`config.mk`:
```
export PLATFORM = sky130hd
export DESIGN_NAME = cyc_irq_timer
export DESIGN_NICKNAME = d
export VERILOG_FILES = /design/src/rtl/cyc_irq_pkg.sv /design/src/rtl/cyc_irq_regs.sv /design/src/rtl/cyc_irq_count.sv /design/src/rtl/cyc_irq_fsm.sv /design/src/rtl/cyc_irq_timer.sv
export SDC_FILE = /design/constraint.sdc
export NUM_CORES = 1
export LEC_CHECK = 0
export BUFFER_PORTS_ARGS = -buffer_cell sky130_fd_sc_hd__buf_2
export CAP_MARGIN = 20
export CORE_ASPECT_RATIO = 1.25
export CORE_MARGIN = 1
export CORE_UTILIZATION = 30
export CTS_CLUSTER_DIAMETER = 30
export DETAILED_ROUTE_END_ITERATION = 8
export PLACE_DENSITY_LB_ADDON = 0.05
export SYNTH_ARGS = -nofsm -noshare
export SYNTH_HDL_FRONTEND = slang
export SYNTH_SLANG_ARGS = --single-unit
```
`constraint.sdc`:
```
create_clock -name clk -period 2.48 [get_ports clk]
set_input_delay 0.248 -clock clk [delete_from_list [all_inputs] [get_ports clk]]
set_output_delay 0.248 -clock clk [all_outputs]
set_load 0.02 [all_outputs]
```
`src/rtl/cyc_irq_pkg.sv`:
```
`timescale 1ns/1ps
package cyc_irq_pkg;

    // Controller states of the timer
    typedef enum logic [1:0] {
        ST_OFF    = 2'd0,
        ST_RUN    = 2'd1,
        ST_PARKED = 2'd2,
        ST_FIRED  = 2'd3
    } tmr_state_e;

    localparam logic [15:0] DEF_ADDR_CTRL = 16'h9003;
    localparam logic [15:0] DEF_ADDR_ARM  = 16'h9004;
    localparam logic [15:0] DEF_ADDR_HI   = 16'h9005;
    localparam logic [15:0] DEF_ADDR_LO   = 16'h9006;

endpackage

```
`src/rtl/cyc_irq_regs.sv`:
```
`timescale 1ns/1ps
module cyc_irq_regs
    import cyc_irq_pkg::*;
#(
    parameter int ADDR_W = 16,
    parameter int DATA_W = 8,
    parameter logic [ADDR_W-1:0] ADDR_CTRL = ADDR_W'(DEF_ADDR_CTRL),
    parameter logic [ADDR_W-1:0] ADDR_ARM  = ADDR_W'(DEF_ADDR_ARM),
    parameter logic [ADDR_W-1:0] ADDR_HI   = ADDR_W'(DEF_ADDR_HI),
    parameter logic [ADDR_W-1:0] ADDR_LO   = ADDR_W'(DEF_ADDR_LO),
    localparam int CNT_W = 2 * DATA_W
) (
    input  logic              clk,
    input  logic              rst_n,
    input  logic              wr_en,
    input  logic [ADDR_W-1:0] wr_addr,
    input  logic [DATA_W-1:0] wr_data,
    output logic              ctrl_wr,
    output logic              ctrl_on,
    output logic              arm_wr,
    output logic              any_hit,
    output logic [CNT_W-1:0]  reload_val,
    output logic              reload_zero
);

    localparam int LANES = CNT_W / DATA_W;

    logic [CNT_W-1:0] reload_q;
    logic [LANES-1:0] lane_wr;

    // One storage lane per byte of the start value; lane 0 is the low byte
    for (genvar g = 0; g < LANES; g++) begin : g_lane
        localparam logic [ADDR_W-1:0] LANE_ADDR = (g == 0) ? ADDR_LO : ADDR_HI;
        assign lane_wr[g] = wr_en && (wr_addr == LANE_ADDR);
        always_ff @(posedge clk) begin
            if (!rst_n) begin
                reload_q[g*DATA_W +: DATA_W] <= '0;
            end else if (lane_wr[g]) begin
                reload_q[g*DATA_W +: DATA_W] <= wr_data;
            end
        end
    end

    always_comb begin
        ctrl_wr     = wr_en && (wr_addr == ADDR_CTRL);
        arm_wr      = wr_en && (wr_addr == ADDR_ARM);
        ctrl_on     = wr_data[DATA_W-1];
        any_hit     = ctrl_wr || arm_wr || (|lane_wr);
        reload_val  = reload_q;
        reload_zero = (reload_q == '0);
    end


    hi_keeps_lo_chk: assert property (@(posedge clk) disable iff (!rst_n)
        (wr_en && wr_addr == ADDR_HI) |=> $stable(reload_q[DATA_W-1:0]));

    lo_keeps_hi_chk: assert property (@(posedge clk) disable iff (!rst_n)
        (wr_en && wr_addr == ADDR_LO) |=> $stable(reload_q[CNT_W-1:DATA_W]));

    foreign_keeps_chk: assert property (@(posedge clk) disable iff (!rst_n)
        (!(wr_en && (wr_addr == ADDR_HI || wr_addr == ADDR_LO))) |=> $stable(reload_q));

endmodule

```
`src/rtl/cyc_irq_count.sv`:
```
`timescale 1ns/1ps
module cyc_irq_count #(
    parameter int CNT_W = 16
) (
    input  logic             clk,
    input  logic             rst_n,
    input  logic             load,
    input  logic [CNT_W-1:0] load_val,
    input  logic             dec,
    output logic             cnt_zero,
    output logic             cnt_one
);

    logic [CNT_W-1:0] cnt_q;

    always_ff @(posedge clk) begin
        if (!rst_n) begin
            cnt_q <= '0;
        end else if (load) begin
            cnt_q <= load_val;
        end else if (dec && cnt_q != '0) begin
            cnt_q <= cnt_q - CNT_W'(1);
        end
    end

    always_comb begin
        cnt_zero = (cnt_q == '0);
        cnt_one  = (cnt_q == CNT_W'(1));
    end


    zero_hold_chk: assert property (@(posedge clk) disable iff (!rst_n)
        (cnt_q == '0 && !load) |=> cnt_q == '0);

    single_step_chk: assert property (@(posedge clk) disable iff (!rst_n)
        (!$past(load) && !$stable(cnt_q)) |-> cnt_q == $past(cnt_q) - CNT_W'(1));

    idle_hold_chk: assert property (@(posedge clk) disable iff (!rst_n)
        (!dec && !load) |=> $stable(cnt_q));

    load_take_chk: assert property (@(posedge clk) disable iff (!rst_n)
        load |=> cnt_q == $past(load_val));

endmodule

```
`src/rtl/cyc_irq_fsm.sv`:
```
`timescale 1ns/1ps
module cyc_irq_fsm
    import cyc_irq_pkg::*;
(
    input  logic clk,
    input  logic rst_n,
    input  logic cpu_tick,
    input  logic any_hit,
    input  logic ctrl_wr,
    input  logic ctrl_on,
    input  logic arm_wr,
    input  logic reload_zero,
    input  logic cnt_zero,
    input  logic cnt_one,
    output logic dec_en,
    output logic pending
);

    tmr_state_e state_q, state_d;

    // State register
    always_ff @(posedge clk) begin
        if (!rst_n) begin
            state_q <= ST_OFF;
        end else begin
            state_q <= state_d;
        end
    end

    // Next-state logic: writes win over ticks
    always_comb begin
        state_d = state_q;
        if (ctrl_wr) begin
            if (!ctrl_on) begin
                state_d = ST_OFF;
            end else if (cnt_zero) begin
                state_d = ST_PARKED;
            end else begin
                state_d = ST_RUN;
            end
        end else if (arm_wr) begin
            unique case (state_q)
                ST_OFF:                        state_d = ST_OFF;
                ST_RUN, ST_PARKED, ST_FIRED:   state_d = reload_zero ? ST_PARKED : ST_RUN;
                default:                       state_d = ST_OFF;
            endcase
        end else if (cpu_tick && !any_hit) begin
            unique case (state_q)
                ST_RUN:    state_d = cnt_one ? ST_FIRED : ST_RUN;
                ST_OFF:    state_d = ST_OFF;
                ST_PARKED: state_d = ST_PARKED;
                ST_FIRED:  state_d = ST_FIRED;
                default:   state_d = ST_OFF;
            endcase
        end
    end

    // Outputs
    always_comb begin
        dec_en  = 1'b0;
        pending = 1'b0;
        unique case (state_q)
            ST_RUN:    dec_en  = cpu_tick && !any_hit;
            ST_FIRED:  pending = 1'b1;
            ST_OFF, ST_PARKED: ;
            default: ;
        endcase
    end


    rise_on_last_tick_chk: assert property (@(posedge clk) disable iff (!rst_n)
        $rose(pending) |-> ($past(cpu_tick) && $past(cnt_one) && !$past(any_hit)));

    fall_on_ack_chk: assert property (@(posedge clk) disable iff (!rst_n)
        $fell(pending) |-> ($past(ctrl_wr) || $past(arm_wr)));

    ack_clears_chk: assert property (@(posedge clk) disable iff (!rst_n)
        (ctrl_wr || arm_wr) |=> !pending);

    hit_blocks_step_chk: assert property (@(posedge clk) disable iff (!rst_n)
        any_hit |-> !dec_en);

endmodule

```
`src/rtl/cyc_irq_timer.sv`:
```
`timescale 1ns/1ps
module cyc_irq_timer
    import cyc_irq_pkg::*;
#(
    parameter int ADDR_W = 16,
    parameter int DATA_W = 8,
    parameter logic [ADDR_W-1:0] ADDR_CTRL = ADDR_W'(DEF_ADDR_CTRL),
    parameter logic [ADDR_W-1:0] ADDR_ARM  = ADDR_W'(DEF_ADDR_ARM),
    parameter logic [ADDR_W-1:0] ADDR_HI   = ADDR_W'(DEF_ADDR_HI),
    parameter logic [ADDR_W-1:0] ADDR_LO   = ADDR_W'(DEF_ADDR_LO)
) (
    input  logic              clk,
    input  logic              rst_n,
    input  logic              wr_en,
    input  logic [ADDR_W-1:0] wr_addr,
    input  logic [DATA_W-1:0] wr_data,
    input  logic              cpu_tick,
    output logic              irq_pending
);

    localparam int CNT_W = 2 * DATA_W;

    logic             ctrl_wr, ctrl_on, arm_wr, any_hit, reload_zero;
    logic [CNT_W-1:0] reload_val;
    logic             cnt_zero, cnt_one, dec_en;

    cyc_irq_regs #(
        .ADDR_W(ADDR_W), .DATA_W(DATA_W),
        .ADDR_CTRL(ADDR_CTRL), .ADDR_ARM(ADDR_ARM),
        .ADDR_HI(ADDR_HI), .ADDR_LO(ADDR_LO)
    ) u_regs (
        .clk(clk), .rst_n(rst_n),
        .wr_en(wr_en), .wr_addr(wr_addr), .wr_data(wr_data),
        .ctrl_wr(ctrl_wr), .ctrl_on(ctrl_on), .arm_wr(arm_wr),
        .any_hit(any_hit), .reload_val(reload_val), .reload_zero(reload_zero)
    );

    cyc_irq_count #(.CNT_W(CNT_W)) u_count (
        .clk(clk), .rst_n(rst_n),
        .load(arm_wr), .load_val(reload_val), .dec(dec_en),
        .cnt_zero(cnt_zero), .cnt_one(cnt_one)
    );

    cyc_irq_fsm u_fsm (
        .clk(clk), .rst_n(rst_n), .cpu_tick(cpu_tick),
        .any_hit(any_hit), .ctrl_wr(ctrl_wr), .ctrl_on(ctrl_on),
        .arm_wr(arm_wr), .reload_zero(reload_zero),
        .cnt_zero(cnt_zero), .cnt_one(cnt_one),
        .dec_en(dec_en), .pending(irq_pending)
    );


    reset_quiet_chk: assert property (@(posedge clk)
        !$past(rst_n) |-> !irq_pending);

endmodule

```
---- Word-level counts from Yosys, hierarchy flattened ----
Index checks and enable logic that the tools add are counted.
storage, ports and cells
  word-level logic and storage cells ...... 43
  bits of input ports ..................... 28
  register bits ........................... 34
operators by class
  eq/ne operators ......................... 8
  mux-type cells .......................... 13
  reduce and logical (&&, ||, !) cells .... 17
  $add $sub $neg .......................... 1
operator list
  kind                   number
  $eq 16x16->1 const B   4
  $logic_not 16->1       2
  $mux 16                2
  $eq 16x1->1 const B    1
  $reduce_bool 16->1     1
  $sub 16x1->16 const B  1
  $mux 2                 7
  $pmux 2 s4             1
  $logic_and 1x1->1      6
  $eq 2x2->1 const B     2
  $pmux 2 s2             1
  $reduce_bool 3->1      1
  $reduce_or 3->1        1
  $eq 2x1->1 const B     1
  $logic_not 2->1        1
  $logic_or 1x1->1       2
  $mux 1                 2
  $reduce_bool 2->1      1
  $reduce_or 2->1        1
  $logic_not 1->1        1

---- Depth between registers and ports, before layout ----
Gate-level depths: netlist (run 1).
  word-level depth ........................ 10
  gate-level depth with buffers ........... 10

---- By module ----
Synthesis (run 1) repeated with hierarchy kept, for this count alone.
second synthesis, totals
  cells, all modules ...................... 216
  area, all modules ....................... 1831.8 µm²
modules (own cells, without submodules)
  module         cells each  area each (µm²)  sequential area each (µm²)  instances
  cyc_irq_count  120         955.9            320.3                       1
  cyc_irq_regs   79          735.7            320.3                       1
  cyc_irq_fsm    17          140.1            40.0                        1

---- Worst setup path after synthesis (run 1) ----
OpenSTA, ideal clock, no wires.
  path type ............................... reg2reg
  from .................................... register u_count.cnt_q[0]
  to ...................................... register u_count.cnt_q[2]
  arrival time ............................ 2155 ps
  path slack .............................. 203 ps
  library setup time ...................... 122 ps
  stages on the path, launching flop included .. 11
  path buffers ............................ 3
  required time ........................... 2358 ps
  path through ............................ dfxtp_1 -> inv_1 -> ha_1 -> clkbuf_2 -> or4b_1 -> nor4_4 -> a211o_1 -> buf_6 -> buf_12 -> mux2i_1 -> a21oi_1
on the way
  cells in the longest elaborated chain, start to end .. 3
  elaborated cells between the ends (all ways) .. 6
RTL lines
  what                                                        line                                      text
  start: declaration                                          cyc_irq_count.sv:14                       logic [CNT_W-1:0] cnt_q;
  start signal: assignment                                    cyc_irq_count.sv:20                       cnt_q <= load_val;
  start signal: assignment                                    cyc_irq_count.sv:22                       cnt_q <= cnt_q - CNT_W'(1);
  $sub 16x1->16 / $reduce_bool 16->1 (equally long branches)  cyc_irq_count.sv:22, cyc_irq_count.sv:21
  $mux 16 / $logic_and 1x1->1 (equally long branches)         cyc_irq_count.sv:21                       end else if (dec && cnt_q != '0) begin
  $mux 16 / $reduce_bool 2->1 (equally long branches)         n/a
Parallel ways exist; a longest one is shown, timed or not. The select of a mux whose other input is x is not followed.
A chain may end at the register's enable or synchronous reset.

---- Worst setup path after layout (run 1) ----
  from .................................... register u_count.cnt_q[0]
  to ...................................... register u_count.cnt_q[6]
The elaborated chain is that of the path after synthesis.

==> impl_metrics.tcl, run 1 <==
set metrics [dict create \
    fin_crit_ps 2224 \
    clock_path_buffers 2 \
    grt_pass1_wl_um 8769 \
    grt_max_degree 35 \
    dp.cells 327 \
    cts_tree "done" \
    io_buffers 28 \
    grtUsageTotal 0.1738 \
    synthTopCellsByCount "dfxtp_1 (34), mux2i_1 (18), nor2b_1 (16)" \
    min_to "u_regs.reload_val[12]$_SDFFE_PN0P_" \
    area.sequential_um2 680.7 \
    synth_edf_count 0 \
    vias_per_cell 5.239 \
    wl_per_cell_um 15.81 \
    fp.dieH_um 91.31 \
    post_cts_resize_count 0 \
    setup_viol 0 \
    yosysTopAreaCellShare 0.3556 \
    h-tree-depth 2 \
    p_leak_nw 0.9609 \
    num_vias 1755 \
    finalMaxSlewViolations 0 \
    grt_pass1_vias 1641 \
    ant_nets 0 \
    max_slew_margin 0.5375 \
    worstHoldPathType "in -> reg" \
    ys_ff_latch 34 \
    fin_cells 335 \
    multi_input_area_um2 1121 \
    yosys_most_used_dff "dfxtp_1" \
    status "finished clean" \
    post-route-util 0.3671 \
    r2r_start "u_count.cnt_q[0]$_SDFFE_PN0P_" \
    drt_iter0_drc 125 \
    power_density_nw_per_um2 451.3 \
    critPathKind "reg -> reg" \
    clk_pin_slew_ps 80 \
    dr.pass1.iters 4 \
    cts_setup_buffers 0 \
    crit_fanout 7 \
    synthCells 216 \
    cp-end-kind "flop" \
    arrival_ps 2390 \
    rows 32 \
    syn_area_um2 1914 \
    start_util 0.3105 \
    yosysWarnings 0 \
    min_period_over_period 0.8969 \
    area_growth_pct 18.24 \
    nFillCells 680 \
    dieArea_um2 6707 \
    pre_cts_slack_ps 212.6 \
    synth_top_area_cell "dfxtp_1" \
    cts_buffers 5 \
    drv_cap 0 \
    clkSinkCount 34 \
    antenna_found_initial 0 \
    final_nets 279 \
    worstMarginPinSlew_ps 689.6 \
    grt-ovfl-total 0 \
    worst_slack_ps 255.8 \
    synth.most_common_cell "dfxtp_1" \
    core-area_um2 6166 \
    wl_um 5295 \
    synthDistinctLibCells 48 \
    crit_path_start_kind "flop" \
    ys_seq_area_frac 0.3556 \
    die-width_um 73.45 \
    synth_nets 246 \
    drc_errors 0 \
    r2r_cells 8 \
    fmax_mhz 449.6 \
    regToRegSetupSlack_ps 260 \
    cp-startpoint "u_count.cnt_q[0]$_SDFFE_PN0P_" \
    synthArstFlopShare 0 \
    ctsRootBufferMaster "clkbuf_8" \
    ios 29 \
    peakVddDrop_v 0.0002656 \
    hold_path.startpoint "wr_data[4]" \
    rsz0062_at_grt "no" \
    hold_violations 0 \
    hold_buffers 0 \
    worstReg2RegEnd "u_count.cnt_q[6]$_SDFFE_PN0P_" \
    min_path_cells 3 \
    antenna_cells 0 \
    tns_ps 0 \
    gp_congestion 0.8034 \
    syn_area_per_cell_um2 8.863 \
    insertion_delay_ps 290 \
    drive_above_1_share 0.2080 \
    cp.required_ps 2640 \
    ys_top_cells_by_area "dfxtp_1 (36%), mux2i_1 (9.4%), nor2b_1 (5.2%), o21ai_0 (3.7%), a31oi_1 (2.6%)" \
    place_hpwl_um 4086 \
    skew_ps 7.915 \
]
flip-flops by register name, indices dropped and copies added, names as in the netlist:
name and count:
u_count.cnt_q 16, u_fsm.state_q 2, u_regs.reload_val 16
through the flow:
stage | hold WS, ps | instance area, um^2 | power, mW
6_report | 226.1 | 2263 | 1.021
5_1_grt | 240.4 | 2263 | 1.058
4_1_cts | 223.0 | 2263 | 1.030
3_5_place_dp | 501.2 | 2177 | 0.6133
3_3_place_gp | 499.8 | 2177 | 0.6138
2_1_floorplan | 368.9 | 1914 | 0.5816
report_power, final:
part           total (mW)  switching [mW]  internal, mW
Clock               0.422           0.223         0.198
Combinational      0.0545          0.0277        0.0267
Sequential          0.545      0.00000551         0.545
Total                1.02           0.251         0.770
worst max path at each step:
stage | to | slack [ps]
after floorplan | u_count.cnt_q[2]$_SDFFE_PN0P_ | 200
after global placement | u_fsm.state_q[1]$_SDFFE_PN0P_ | 260
after detailed placement | u_count.cnt_q[6]$_SDFFE_PN0P_ | 210
after CTS | u_count.cnt_q[6]$_SDFFE_PN0P_ | 180
after global routing | u_count.cnt_q[6]$_SDFFE_PN0P_ | 8
final | u_count.cnt_q[6]$_SDFFE_PN0P_ | 260
cells in the final DEF, fill, tap and decap left out, drive strengths merged, types with 2 or more instances in the layout:
| cell type | n |
|---|---|
| buf | 40 |
| dfxtp | 34 |
| mux2i | 18 |
| nor2b | 16 |
| o21ai | 14 |
| nor3 | 10 |
| nor2 | 9 |
| nor4 | 9 |
| a31oi | 8 |
| inv | 7 |
| a21oi | 7 |
| or4 | 7 |
| nand2 | 6 |
| nand3 | 6 |
| o31ai | 6 |
| clkbuf | 6 |
| a21boi | 4 |
| and2 | 3 |
| or3 | 3 |
| a211oi | 3 |
| a32oi | 3 |
| a21o | 3 |
| o221ai | 3 |
| nor4b | 2 |
| o311ai | 2 |
| nand4 | 2 |
| nand4b | 2 |
| nand2b | 2 |
| o21a | 2 |
| ha | 2 |
| clkinv | 2 |
kinds of logic after synthesis:
logic type / count (synthesis) / synth area share
muxes: 18 / 0.09412
DFF: 34 / 0.3556
and+or+nand+nor: 81 / 0.2641
buffers and inverters: 21 / 0.05882
adders and majority gates: 2 / 0.01307
AOI/OAI and AO/OA: 59 / 0.2098
xor gates and xnor gates: 1 / 0.004576
worst max-delay path, stage by stage (launching register included):
cell and delay (ps):
dfxtp_1 340, inv_1 110, ha_1 170, or4b_1 510
nor4_4 250, a211oi_1 180, buf_4 230, a32oi_1 200
a21boi_0 100
metal layers:
metal / track usage / vias to the layer above / wire length (um)
met1: 0.2270 / 833 / 2416
met4: 0.04487 / 0 / 61
li1: - / 889 / -
met3: 0.03774 / 6 / 145
met2: 0.2852 / 27 / 2671
met5: 0 / - / 0
cell type report:
cell class,count,share of cell area
multi-input combinational,161,0.4953
sequential,34,0.3007
timing repair buffer,40,0.1072
tap,85,0.04699
clock buffer,6,0.03206
inverter,7,0.01161
clock inverter,2,0.006081
No activity file was read; power rests on OpenSTA's default activity.
==> run 2, diff against run 1 <==
--- a/config.mk
+++ b/config.mk
@@ -15,4 +15,5 @@
 export PLACE_DENSITY_LB_ADDON = 0.05
 export SYNTH_ARGS = -nofsm -noshare
 export SYNTH_HDL_FRONTEND = slang
+export SYNTH_HIERARCHICAL = 1
 export SYNTH_SLANG_ARGS = --single-unit
==> run 2 against run 1 <==
Non-clock buffer count down 5. Fmax up 0.39%. Critical endpoint is now u_count/cnt_q[0]$_SDFFE_PN0P_. Clock skew up 0.71 ps. Synthesized area down 4.3%.
==> impl_metrics.tcl, run 2 <==
set metrics [dict create \
    ios 29 \
    start_util 0.3128 \
    gp_congestion 0.7235 \
    fp.dieH_um 89.37 \
    crit_path_start_kind "flop" \
    synth_top_area_cell "dfxtp_1" \
    min_to "u_regs/reload_val[2]$_SDFFE_PN0P_" \
    core-area_um2 5857 \
    clkSinkCount 34 \
    power_density_nw_per_um2 503.7 \
    syn_area_um2 1832 \
    fmax_mhz 451.3 \
    syn_area_per_cell_um2 8.480 \
    insertion_delay_ps 280 \
    drive_above_1_share 0.2280 \
    place_hpwl_um 3486 \
    rsz0062_at_grt "no" \
    arrival_ps 2410 \
    status "finished clean" \
    area_growth_pct 20.76 \
    worstHoldPathType "in -> reg" \
    worstReg2RegEnd "u_count/cnt_q[0]$_SDFFE_PN0P_" \
    crit_fanout 7 \
    skew_ps 8.622 \
    synthArstFlopShare 0 \
    area.sequential_um2 680.7 \
    cts_tree "done" \
    p_leak_nw 0.7947 \
    rows 31 \
    clk_pin_slew_ps 70 \
    io_buffers 28 \
    layout_common_cells "nand2_1 (34), dfxtp_1 (34), buf_2 (28), a21oi_1 (16), mux2i_1 (16)" \
    regToRegSetupSlack_ps 260 \
    nFillCells 635 \
    r2r_cells 7 \
    worstMarginPinSlew_ps 643.0 \
    synth_nets 246 \
    hold_buffers 0 \
    path_cells "inv_1 > ha_1 > or4b_2 > nor4_4 > nor2b_2 > xnor2_1 > a211oi_1" \
    setup_viol 0 \
    ant_nets 0 \
    wl_per_cell_um 13.95 \
    cp.required_ps 2680 \
    final_area_um2 2212 \
    wl_um 4630 \
    ys_top_cells_by_area "dfxtp_1 (37%), mux2i_1 (8.7%), nand2_1 (7.0%), xnor2_1 (5.3%), nor4_1 (4.4%)" \
    antenna_found_initial 0 \
    peakVddDrop_v 0.0002356 \
    critPathTopFamily "simple AND/OR/NAND/NOR gates" \
    synthDistinctLibCells 47 \
    tns_ps 0 \
    cp-end-kind "flop" \
    slowest_stage "or4b_2" \
    placed_area_um2 2100 \
    yosysWarnings 6 \
    hold_path.startpoint "wr_data[2]" \
    yosys_most_used_dff "dfxtp_1" \
    h-tree-depth 2 \
    multi_input_area_um2 1105 \
    vias_per_cell 4.982 \
    grtUsageTotal 0.1557 \
    cts_setup_buffers 0 \
    yosysTopAreaCellShare 0.3716 \
    max_stage_delay_ps 630 \
    ctsRootBufferMaster "clkbuf_8" \
    min_path_cells 3 \
    final_nets 280 \
    drt_iter0_drc 93 \
    grt_max_degree 40 \
    ys_seq_area_frac 0.3716 \
    finalMaxSlewViolations 0 \
    clock_path_buffers 2 \
    antenna_cells 0 \
    synthCells 216 \
    hold_violations 0 \
    max_slew_margin 0.5708 \
    crit_buf_inv 1 \
    synth_edf_count 0 \
    dr.pass1.iters 4 \
    grt-ovfl-total 0 \
    fin_crit_ps 2216 \
    post_cts_resize_count 0 \
    die-width_um 71.89 \
    drv_cap 0 \
    grt_pass1_vias 1573 \
    ys_ff_latch 34 \
    critPathKind "reg -> reg" \
    r2r_start "u_count/cnt_q[0]$_SDFFE_PN0P_" \
    num_vias 1654 \
    dieArea_um2 6424 \
    synthTopCellsByCount "dfxtp_1 (34), nand2_1 (34), a21oi_1 (16), mux2i_1 (16)" \
    grt_pass1_wl_um 7617 \
    cts_buffers 5 \
    drc_errors 0 \
    min_period_over_period 0.8934 \
]
==> run 2: changes by cell type in the layout (fill, tap and decap cells not counted), sizes merged, moves of 4 or more <==
cell	delta
buf	-5
nand2	+28
a21oi	+9
nor4	+7
o31ai	-6
nand3	-5
a31oi	-7
xnor2	+10
nor2	+4
nor2b	-13
==> run 2: routing by layer <==
metal | wire, um | up-vias | part of all wire | global-route usage
met4 | 36 | 0 | 0.0078 | 0.04813
met3 | 140 | 4 | 0.030 | 0.03720
met5 | 0 | - | 0 | 0
met2 | 2300 | 32 | 0.50 | 0.2624
met1 | 2152 | 765 | 0.46 | 0.1971
li1 | - | 853 | - | -
==> run 2: worst register-to-register path: stages (launching register included) <==
cell and delay, ps:
dfxtp_1 350, inv_1 70, ha_1 160, or4b_2 630, nor4_4 410, nor2b_2 130
xnor2_1 150, a211oi_1 230
==> run 2: power breakdown <==
group          leakage (nW)  internal, mW  switching (mW)
combinational         0.464        0.0231          0.0300
sequential            0.274         0.546      0.00000622
clock                0.0573         0.321           0.194
total                 0.795         0.890           0.224
==> run 2: how the worst max path moves through the flow <==
stage,startpoint,depth (start not counted),endpoint
after global placement,wr_addr[12],10,u_count/cnt_q[6]$_SDFFE_PN0P_
after CTS,u_count/cnt_q[0]$_SDFFE_PN0P_,7,u_count/cnt_q[0]$_SDFFE_PN0P_
after floorplan,wr_addr[5],7,u_count/cnt_q[8]$_SDFFE_PN0P_
final,u_count/cnt_q[0]$_SDFFE_PN0P_,7,u_count/cnt_q[0]$_SDFFE_PN0P_
after detailed placement,wr_addr[5],8,u_count/cnt_q[0]$_SDFFE_PN0P_
after global routing,u_count/cnt_q[0]$_SDFFE_PN0P_,7,u_count/cnt_q[0]$_SDFFE_PN0P_
==> run 2: kinds of logic (layout without fill, tap and decap cells) <==
group	Yosys count	count (layout)	synth area share
simple gates	99	99	0.3115
xor+xnor	11	11	0.05259
mux	16	16	0.08743
compound gates	41	41	0.1346
fa+ha+maj	2	2	0.01366
buf+inv	13	47	0.02869
flops	34	34	0.3716
==> run 2: per-stage QoR <==
step | utilization | cells | power (mW) | setup slack [ps] | hold slack [ps]
detailed placement | 0.3585 | 325 | 0.6117 | 262.1 | 472.0
floorplan | - | 216 | 0.5815 | 14.41 | 374.2
global route | 0.3777 | 332 | 1.162 | 115.4 | 231.4
CTS | 0.3777 | 332 | 1.132 | 270.2 | 231.9
global placement | 0.3585 | 325 | 0.6121 | 290.5 | 462.6
finish | 0.3777 | 332 | 1.114 | 264.4 | 242.6
==> run 2: layout make-up <==
| type | instances | area share |
|---|---|---|
| clock buffers | 6 | 0.03733 |
| clock inverters | 1 | 0.01357 |
| inverters | 5 | 0.008484 |
| multi-input cells | 169 | 0.4994 |
| flip-flops and latches | 34 | 0.3077 |
| well taps | 82 | 0.04638 |
| repair buffers | 35 | 0.08710 |
